**src/rtl/pong_pkg.sv**
```systemverilog
package pong_pkg;
  parameter int unsigned COORD_W = 11;
  parameter int unsigned RGB_W   = 12;
  typedef logic [COORD_W-1:0] coord_t;
  typedef logic [RGB_W-1:0]   rgb_t;
endpackage

```
**src/rtl/pong_paddle_ctl.sv**
```systemverilog
module pong_paddle_ctl
  import pong_pkg::*;
#(
  parameter int unsigned SCR_H    = 768,
  parameter int unsigned PAD_H    = 100,
  parameter int unsigned PAD_STEP = 8
) (
  input  logic   clk,
  input  logic   rst,
  input  logic   tick,
  input  logic   btn_up,
  input  logic   btn_dn,
  output coord_t pad_y
);
  localparam coord_t TOP_MAX = coord_t'(SCR_H - PAD_H);
  localparam coord_t START_Y = coord_t'((SCR_H - PAD_H) / 2);
  localparam coord_t STEP_C  = coord_t'(PAD_STEP);

  always_ff @(posedge clk) begin
    if (rst) begin
      pad_y <= START_Y;
    end else if (tick) begin
      if (btn_up && !btn_dn) begin
        pad_y <= (pad_y < STEP_C) ? '0 : pad_y - STEP_C;
      end else if (btn_dn && !btn_up) begin
        pad_y <= (pad_y > TOP_MAX - STEP_C) ? TOP_MAX : pad_y + STEP_C;
      end
    end
  end

  // paddle frozen between frame updates
  a_r3_pad_hold: assert property (@(posedge clk) disable iff (rst)
    !$past(tick) |-> $stable(pad_y));
  // paddle stays on screen
  a_r5_pad_range: assert property (@(posedge clk) disable iff (rst)
    pad_y <= TOP_MAX);
endmodule

```
**src/rtl/pong_ball_motion.sv**
```systemverilog
module pong_ball_motion
  import pong_pkg::*;
#(
  parameter int unsigned SCR_W     = 1024,
  parameter int unsigned SCR_H     = 768,
  parameter int unsigned BALL_SZ   = 50,
  parameter int unsigned BALL_STEP = 4,
  parameter int unsigned PAD_X     = 20,
  parameter int unsigned PAD_W     = 20,
  parameter int unsigned PAD_H     = 100
) (
  input  logic   clk,
  input  logic   rst,
  input  logic   tick,
  input  coord_t pad_y,
  output coord_t ball_x,
  output coord_t ball_y
);
  localparam coord_t X_MAX   = coord_t'(SCR_W - BALL_SZ);
  localparam coord_t Y_MAX   = coord_t'(SCR_H - BALL_SZ);
  localparam coord_t START_X = coord_t'((SCR_W - BALL_SZ) / 2);
  localparam coord_t START_Y = coord_t'((SCR_H - BALL_SZ) / 2);
  localparam coord_t STEP_C  = coord_t'(BALL_STEP);
  localparam coord_t SZ_C    = coord_t'(BALL_SZ);
  localparam coord_t PAD_L   = coord_t'(PAD_X);
  localparam coord_t PAD_R   = coord_t'(PAD_X + PAD_W);
  localparam coord_t PAD_H_C = coord_t'(PAD_H);

  logic   go_right, go_down;
  logic   hit, miss;
  coord_t nx, ny;
  logic   n_right, n_down;

  always_comb begin
    hit  = !go_right && (ball_x < PAD_R) && (ball_x + SZ_C > PAD_L) &&
           (ball_y < pad_y + PAD_H_C) && (ball_y + SZ_C > pad_y);
    miss = !go_right && !hit && (ball_x < STEP_C);

    nx = ball_x;
    n_right = go_right;
    if (go_right) begin
      if (ball_x + STEP_C >= X_MAX) begin
        nx = X_MAX;
        n_right = 1'b0;
      end else begin
        nx = ball_x + STEP_C;
      end
    end else if (hit) begin
      n_right = 1'b1;
    end else if (miss) begin
      nx = START_X;
      n_right = 1'b1;
    end else begin
      nx = ball_x - STEP_C;
    end

    ny = ball_y;
    n_down = go_down;
    if (miss) begin
      ny = START_Y;
    end else if (go_down) begin
      if (ball_y + STEP_C >= Y_MAX) begin
        ny = Y_MAX;
        n_down = 1'b0;
      end else begin
        ny = ball_y + STEP_C;
      end
    end else if (ball_y <= STEP_C) begin
      ny = '0;
      n_down = 1'b1;
    end else begin
      ny = ball_y - STEP_C;
    end
  end

  always_ff @(posedge clk) begin
    if (rst) begin
      ball_x   <= START_X;
      ball_y   <= START_Y;
      go_right <= 1'b1;
      go_down  <= 1'b1;
    end else if (tick) begin
      ball_x   <= nx;
      ball_y   <= ny;
      go_right <= n_right;
      go_down  <= n_down;
    end
  end

  // ball frozen between frame updates
  a_r3_ball_hold: assert property (@(posedge clk) disable iff (rst)
    !$past(tick) |-> ($stable(ball_x) && $stable(ball_y)));
  // ball never leaves the screen
  a_r4_ball_range: assert property (@(posedge clk) disable iff (rst)
    (ball_x <= X_MAX) && (ball_y <= Y_MAX));
  // a paddle contact never lets the ball keep drifting left
  a_r6_hit_turns: assert property (@(posedge clk) disable iff (rst)
    (tick && hit) |=> (ball_x == $past(ball_x)));
endmodule

```
**src/rtl/pong_pixel_mux.sv**
```systemverilog
module pong_pixel_mux
  import pong_pkg::*;
#(
  parameter int unsigned BALL_SZ  = 50,
  parameter int unsigned PAD_X    = 20,
  parameter int unsigned PAD_W    = 20,
  parameter int unsigned PAD_H    = 100,
  parameter rgb_t        COL_PAD  = 12'hFFF,
  parameter rgb_t        COL_BALL = 12'hF00,
  parameter rgb_t        COL_BG   = 12'h00F
) (
  input  logic   clk,
  input  logic   rst,
  input  coord_t px_x,
  input  coord_t px_y,
  input  logic   vid_en,
  input  coord_t ball_x,
  input  coord_t ball_y,
  input  coord_t pad_y,
  output rgb_t   rgb
);
  localparam coord_t SZ_C    = coord_t'(BALL_SZ);
  localparam coord_t PAD_L   = coord_t'(PAD_X);
  localparam coord_t PAD_R   = coord_t'(PAD_X + PAD_W);
  localparam coord_t PAD_H_C = coord_t'(PAD_H);

  logic in_pad, in_ball;
  rgb_t colour;

  always_comb begin
    in_pad  = (px_x >= PAD_L) && (px_x < PAD_R) &&
              (px_y >= pad_y) && (px_y < pad_y + PAD_H_C);
    in_ball = (px_x >= ball_x) && (px_x < ball_x + SZ_C) &&
              (px_y >= ball_y) && (px_y < ball_y + SZ_C);
    if (!vid_en)      colour = '0;
    else if (in_pad)  colour = COL_PAD;
    else if (in_ball) colour = COL_BALL;
    else              colour = COL_BG;
  end

  always_ff @(posedge clk) begin
    if (rst) rgb <= '0;
    else     rgb <= colour;
  end

  // blanking forces black on the following cycle
  a_r2_blank_black: assert property (@(posedge clk) disable iff (rst)
    !$past(vid_en) |-> (rgb == '0));
endmodule

```
**src/rtl/pong_render.sv**
```systemverilog
module pong_render
  import pong_pkg::*;
#(
  parameter int unsigned SCR_W     = 1024,
  parameter int unsigned SCR_H     = 768,
  parameter int unsigned BALL_SZ   = 50,
  parameter int unsigned BALL_STEP = 4,
  parameter int unsigned PAD_X     = 20,
  parameter int unsigned PAD_W     = 20,
  parameter int unsigned PAD_H     = 100,
  parameter int unsigned PAD_STEP  = 8
) (
  input  logic        clk,
  input  logic        rst,
  input  logic [10:0] px_x,
  input  logic [10:0] px_y,
  input  logic        vid_en,
  input  logic        btn_up,
  input  logic        btn_dn,
  output logic [11:0] rgb
);
  localparam coord_t TICK_X = coord_t'(SCR_W);
  localparam coord_t TICK_Y = coord_t'(SCR_H);

  logic   tick;
  coord_t ball_x, ball_y, pad_y;

  assign tick = (px_x == TICK_X) && (px_y == TICK_Y);

  pong_paddle_ctl #(
    .SCR_H(SCR_H), .PAD_H(PAD_H), .PAD_STEP(PAD_STEP)
  ) paddle_i (
    .clk(clk), .rst(rst), .tick(tick),
    .btn_up(btn_up), .btn_dn(btn_dn), .pad_y(pad_y)
  );

  pong_ball_motion #(
    .SCR_W(SCR_W), .SCR_H(SCR_H), .BALL_SZ(BALL_SZ), .BALL_STEP(BALL_STEP),
    .PAD_X(PAD_X), .PAD_W(PAD_W), .PAD_H(PAD_H)
  ) ball_i (
    .clk(clk), .rst(rst), .tick(tick), .pad_y(pad_y),
    .ball_x(ball_x), .ball_y(ball_y)
  );

  pong_pixel_mux #(
    .BALL_SZ(BALL_SZ), .PAD_X(PAD_X), .PAD_W(PAD_W), .PAD_H(PAD_H)
  ) pix_i (
    .clk(clk), .rst(rst), .px_x(px_x), .px_y(px_y), .vid_en(vid_en),
    .ball_x(ball_x), .ball_y(ball_y), .pad_y(pad_y), .rgb(rgb)
  );
endmodule

```
**config.mk**
```make
export PLATFORM = sky130hd
export DESIGN_NAME = pong_render
export DESIGN_NICKNAME = d
export VERILOG_FILES = /design/src/rtl/pong_pkg.sv /design/src/rtl/pong_paddle_ctl.sv /design/src/rtl/pong_ball_motion.sv /design/src/rtl/pong_pixel_mux.sv /design/src/rtl/pong_render.sv
export SDC_FILE = /design/constraint.sdc
export NUM_CORES = 1
export LEC_CHECK = 0
export ABC_CLOCK_PERIOD_IN_PS = 4700
export BUFFER_PORTS_ARGS = -buffer_cell sky130_fd_sc_hd__buf_2
export CORE_ASPECT_RATIO = 1.25
export CORE_MARGIN = 2
export CORE_UTILIZATION = 47
export CTS_CLUSTER_SIZE = 20
export DETAILED_ROUTE_END_ITERATION = 10
export PLACE_DENSITY_LB_ADDON = 0.12
export REMOVE_ABC_BUFFERS = 1
export SETUP_SLACK_MARGIN = 0.15
export SLEW_MARGIN = 20
export SYNTH_ARGS = -nofsm -noshare
export SYNTH_HDL_FRONTEND = slang
export SYNTH_SLANG_ARGS = --single-unit
```
**constraint.sdc**
```tcl
create_clock -name clk -period 4.7 [get_ports clk]
set_input_delay 0.47 -clock clk [delete_from_list [all_inputs] [get_ports clk]]
set_output_delay 0.47 -clock clk [all_outputs]
set_load 0.05 [all_outputs]
```
==> results by group <==
Worst hold path
  • Hold path depth: 2
  • Hold_sp: paddle_i.pad_y[1]
  • Worst Hold End: paddle_i.pad_y[1]
  • HP Class: flip-flop to flip-flop

Route
  • Remaining antenna violation count: 0
  • Initial DRT Pass Iterations: 6
  • Via count: 5473
  • # DRC: 0
  • Via density: 6.39
  • Final WL: 16.6 mm
  • Initial DRC count: 311
  • Avg WL per Cell: 19.3 µm

Timing
  • Pins over their slew limit: 0
  • Worst slew pin tran: 0.863 ns
  • Min Tclk post-route: 3.80 ns
  • Skew final: 0.00496 ns
  • Final period utilization: 0.808
  • Max Clk Rate: 263 MHz
  • TNS Setup: 0 ns
  • Unrepaired setup endpoints after global routing: false
  • Fin. Hold Viols: 0
  • Slew headroom: 0.424
  • # setup viols final: 0

Floorplanning
  • Die Span Y: 124 µm
  • Num rows: 43
  • Initial core utilization: 0.485
  • Io pins: 39
  • CORE AREA: 0.0111 mm²
  • Die Wd: 99.9 µm
  • Die area: 0.0124 mm²

Global routing
  • Overflow after GRT: 0
  • Largest net degree at the start of global routing: 21
  • Initial antenna violation count: 0
  • Number of global-route vias before repair: 5155
  • Global-route wire length before repair: 26.4 mm
  • GRT Total Usage: 0.270

Place
  • Detail Placement HPWL: 13.2 mm
  • Routability Congestion: 0.931
  • I/O Buffers: 38

Clock network
  • Clock sinks: 37
  • Longest Clk Path Bufs: 2
  • Clock latency on the worst-skew pair: 0.28 ns
  • Cts hold-fix bufs: 0
  • CTS tree: done
  • Root buffer cell: clkbuf_16
  • Postcts setup bufs: 0
  • Clock-pin slew on the worst setup and hold paths: 0.06 ns
  • CTS H-Tree Depth: 2
  • Total CTS buffers: 5
  • Post-cts sizing count: 0

Synth
  • Syn_area_per_cell: 7.52 µm²
  • Post-synthesis sequential area ratio: 0.137
  • Post-synthesis register bit count: 37
  • Post-synthesis cell area: 0.00540 mm²
  • Post-synth EDFFs: 0
  • Ys async rst share: 0
  • Yosys warns: 0
  • Top FF cell, synth: dfxtp_1
  • Unique cell type count in the Yosys netlist: 81
  • Syn Inst Count: 718

Power and ir drop
  • Pwr Density: 133 mW/mm²
  • Max VDD drop: 0.125 mV
  • Leak Pwr: 2.46 nW
  • Power Total: 0.000757 W

Setup path
  • CP Cell Sequence: ha_1 > nand2_1 > and2_1 > nor2_1 > nand3_1 > xnor2_1 > ha_1 > o21ai_0 > a211oi_1 > o2111ai_1 > a211o_1 > o21ai_2 > buf_4 > o21ai_2 > o32a_1
  • Worst EP required: 4.87 ns
  • Max FO, Critical Path: 17
  • Worst Setup SP: ball_i.ball_y[2]
  • CP max stage delay: 0.55 ns
  • Startpoint types: flip-flop
  • Reg2Reg Setup Slack: 0.90 ns
  • CP max stage cell: dfxtp_1
  • Worst reg-to-reg path cell count: 15
  • CP endpoint kind: flip-flop
  • Worst Path Arrival: 3.97 ns
  • Reg-to-Reg Start: ball_i.ball_y[2]
  • CP delay by family, top: compound AO/OA/AOI/OAI gates
  • Buf+Inv Stages, Crit Path: 1
  • CP Class: flip-flop to flip-flop
  • Worst R2R End: ball_i.ball_y[6]

Job
  • Max cap viols: 0

Finish
  • Area of the multi-input gates: 0.00423 mm²
  • N_diodes: 0
  • FF+latch area: 741 µm²
  • Nets@finish: 843
  • Area growth syn-to-layout: 5.54%
  • Share of cells above drive strength 1: 0.0970
  • Fillcell total: 1116

Run status
  • Status: finished, final reports clean
-- worst max path at each step --
stage / depth (start not counted) / to / slack, ns
after global placement: 14 / ball_i.ball_y[2] / 1.03
final: 15 / ball_i.ball_y[6] / 0.90
after detailed placement: 15 / ball_i.ball_y[6] / 0.90
after CTS: 15 / ball_i.ball_y[6] / 0.89
after floorplan: 14 / ball_i.ball_y[6] / 1.23
after global routing: 15 / ball_i.ball_y[6] / 0.59
-- metal layers --
layer	part of all wire	GRT usage	wire length (µm)
met1	0.44	0.339	7370
met2	0.48	0.473	7940
met3	0.040	0.0292	664
met4	0.035	0.113	586
met5	0	0	0
-- Yosys cell counts, types with 6 or more instances --
| master | number | area [µm²] |
|---|---|---|
| and2_1 | 7 | 43.8 |
| dfxtp_1 | 37 | 741 |
| buf_4 | 11 | 82.6 |
| a2111oi_0 | 6 | 52.6 |
| a21oi_1 | 45 | 225 |
| inv_1 | 53 | 199 |
| a221oi_1 | 6 | 52.6 |
| nand2b_1 | 11 | 68.8 |
| a211oi_1 | 14 | 105 |
| ha_1 | 95 | 1190 |
| clkbuf_1 | 24 | 90.1 |
| nand2_1 | 49 | 184 |
| o211ai_1 | 11 | 82.6 |
| a31oi_1 | 6 | 37.5 |
| o21ai_0 | 49 | 245 |
| xnor2_1 | 27 | 236 |
| or3_1 | 12 | 75.1 |
| nor4_1 | 12 | 75.1 |
| a21o_1 | 6 | 45.0 |
| o21a_1 | 9 | 67.6 |
| nor2_1 | 55 | 206 |
| nor3_1 | 18 | 90.1 |
| nand3_1 | 25 | 125 |
| nand4_1 | 16 | 100 |
| a211o_1 | 6 | 52.6 |
| buf_2 | 8 | 40.0 |
-- logic make-up after synthesis --
kind of cell | share of synthesized area
AND/OR/NAND/NOR | 0.227
AO/OA/AOI/OAI | 0.284
buffers and inverters | 0.0804
adder cells (fa/ha/maj) | 0.222
flip-flops | 0.137
XOR/XNOR | 0.0454
multiplexers | 0.00371
-- state kept, by name (all words and copies together), names as in the netlist --
signal	count
ball_i.ball_x	11
ball_i.ball_y	11
paddle_i.pad_y	10
pix_i.rgb	3
ball_i.go_down	1
ball_i.go_right	1
-- metrics by stage --
step | utilization | hold slack, ns | area, µm² | cells | setup WS (ns)
final | 0.512 | 0.481 | 5700 | 857 | 0.900
after global routing | 0.512 | 0.518 | 5700 | 857 | 0.594
after CTS | 0.512 | 0.486 | 5700 | 857 | 0.888
after detailed placement | 0.499 | 0.476 | 5560 | 849 | 0.898
after global placement | 0.499 | 0.472 | 5560 | 849 | 1.03
after floorplan | - | 0.447 | 5170 | 673 | 1.23
-- layout make-up --
class / instances / share of cell area
Inverter: 55 / 0.0362
Timing Repair Buffer: 41 / 0.0373
Multi-Input combinational cell: 581 / 0.742
Tap cell: 135 / 0.0297
Clock buffer: 6 / 0.0226
Sequential cell: 37 / 0.130
Clock inverter: 2 / 0.00176
-- tightest hold or removal path, cell delays in order, from the launching register on --
cell and delay [ns]:
dfxtp_1 0.32, nand3_1 0.07, nand2_1 0.05
-- cells in the final DEF, fill, tap and decap left out, types with 5 or more instances in the layout --
| cell | instances |
|---|---|
| a221oi_1 | 6 |
| dfxtp_1 | 37 |
| o22ai_1 | 5 |
| nor3_1 | 18 |
| xnor2_1 | 27 |
| a21o_1 | 6 |
| nand3_1 | 25 |
| o31ai_1 | 5 |
| o21a_1 | 9 |
| and3_1 | 5 |
| a211o_1 | 6 |
| clkbuf_16 | 5 |
| a31oi_1 | 6 |
| a211oi_1 | 14 |
| inv_1 | 53 |
| o211ai_1 | 11 |
| buf_2 | 38 |
| or3_1 | 12 |
| o21ai_0 | 49 |
| ha_1 | 95 |
| nand2b_1 | 11 |
| nand2_1 | 49 |
| nor4_1 | 11 |
| a2111oi_0 | 6 |
| nand4_1 | 16 |
| and2_1 | 7 |
| nor2_1 | 55 |
| a21oi_1 | 45 |
-- report_power, final --
group | total, W | internal, W | switching, W
clock network | 0.000326 | 0.000195 | 0.000131
registers | 0.000315 | 0.000315 | 0.000000710
logic | 0.000116 | 0.0000431 | 0.0000726
total | 0.000757 | 0.000552 | 0.000205
(Power assumes the default switching activity.)
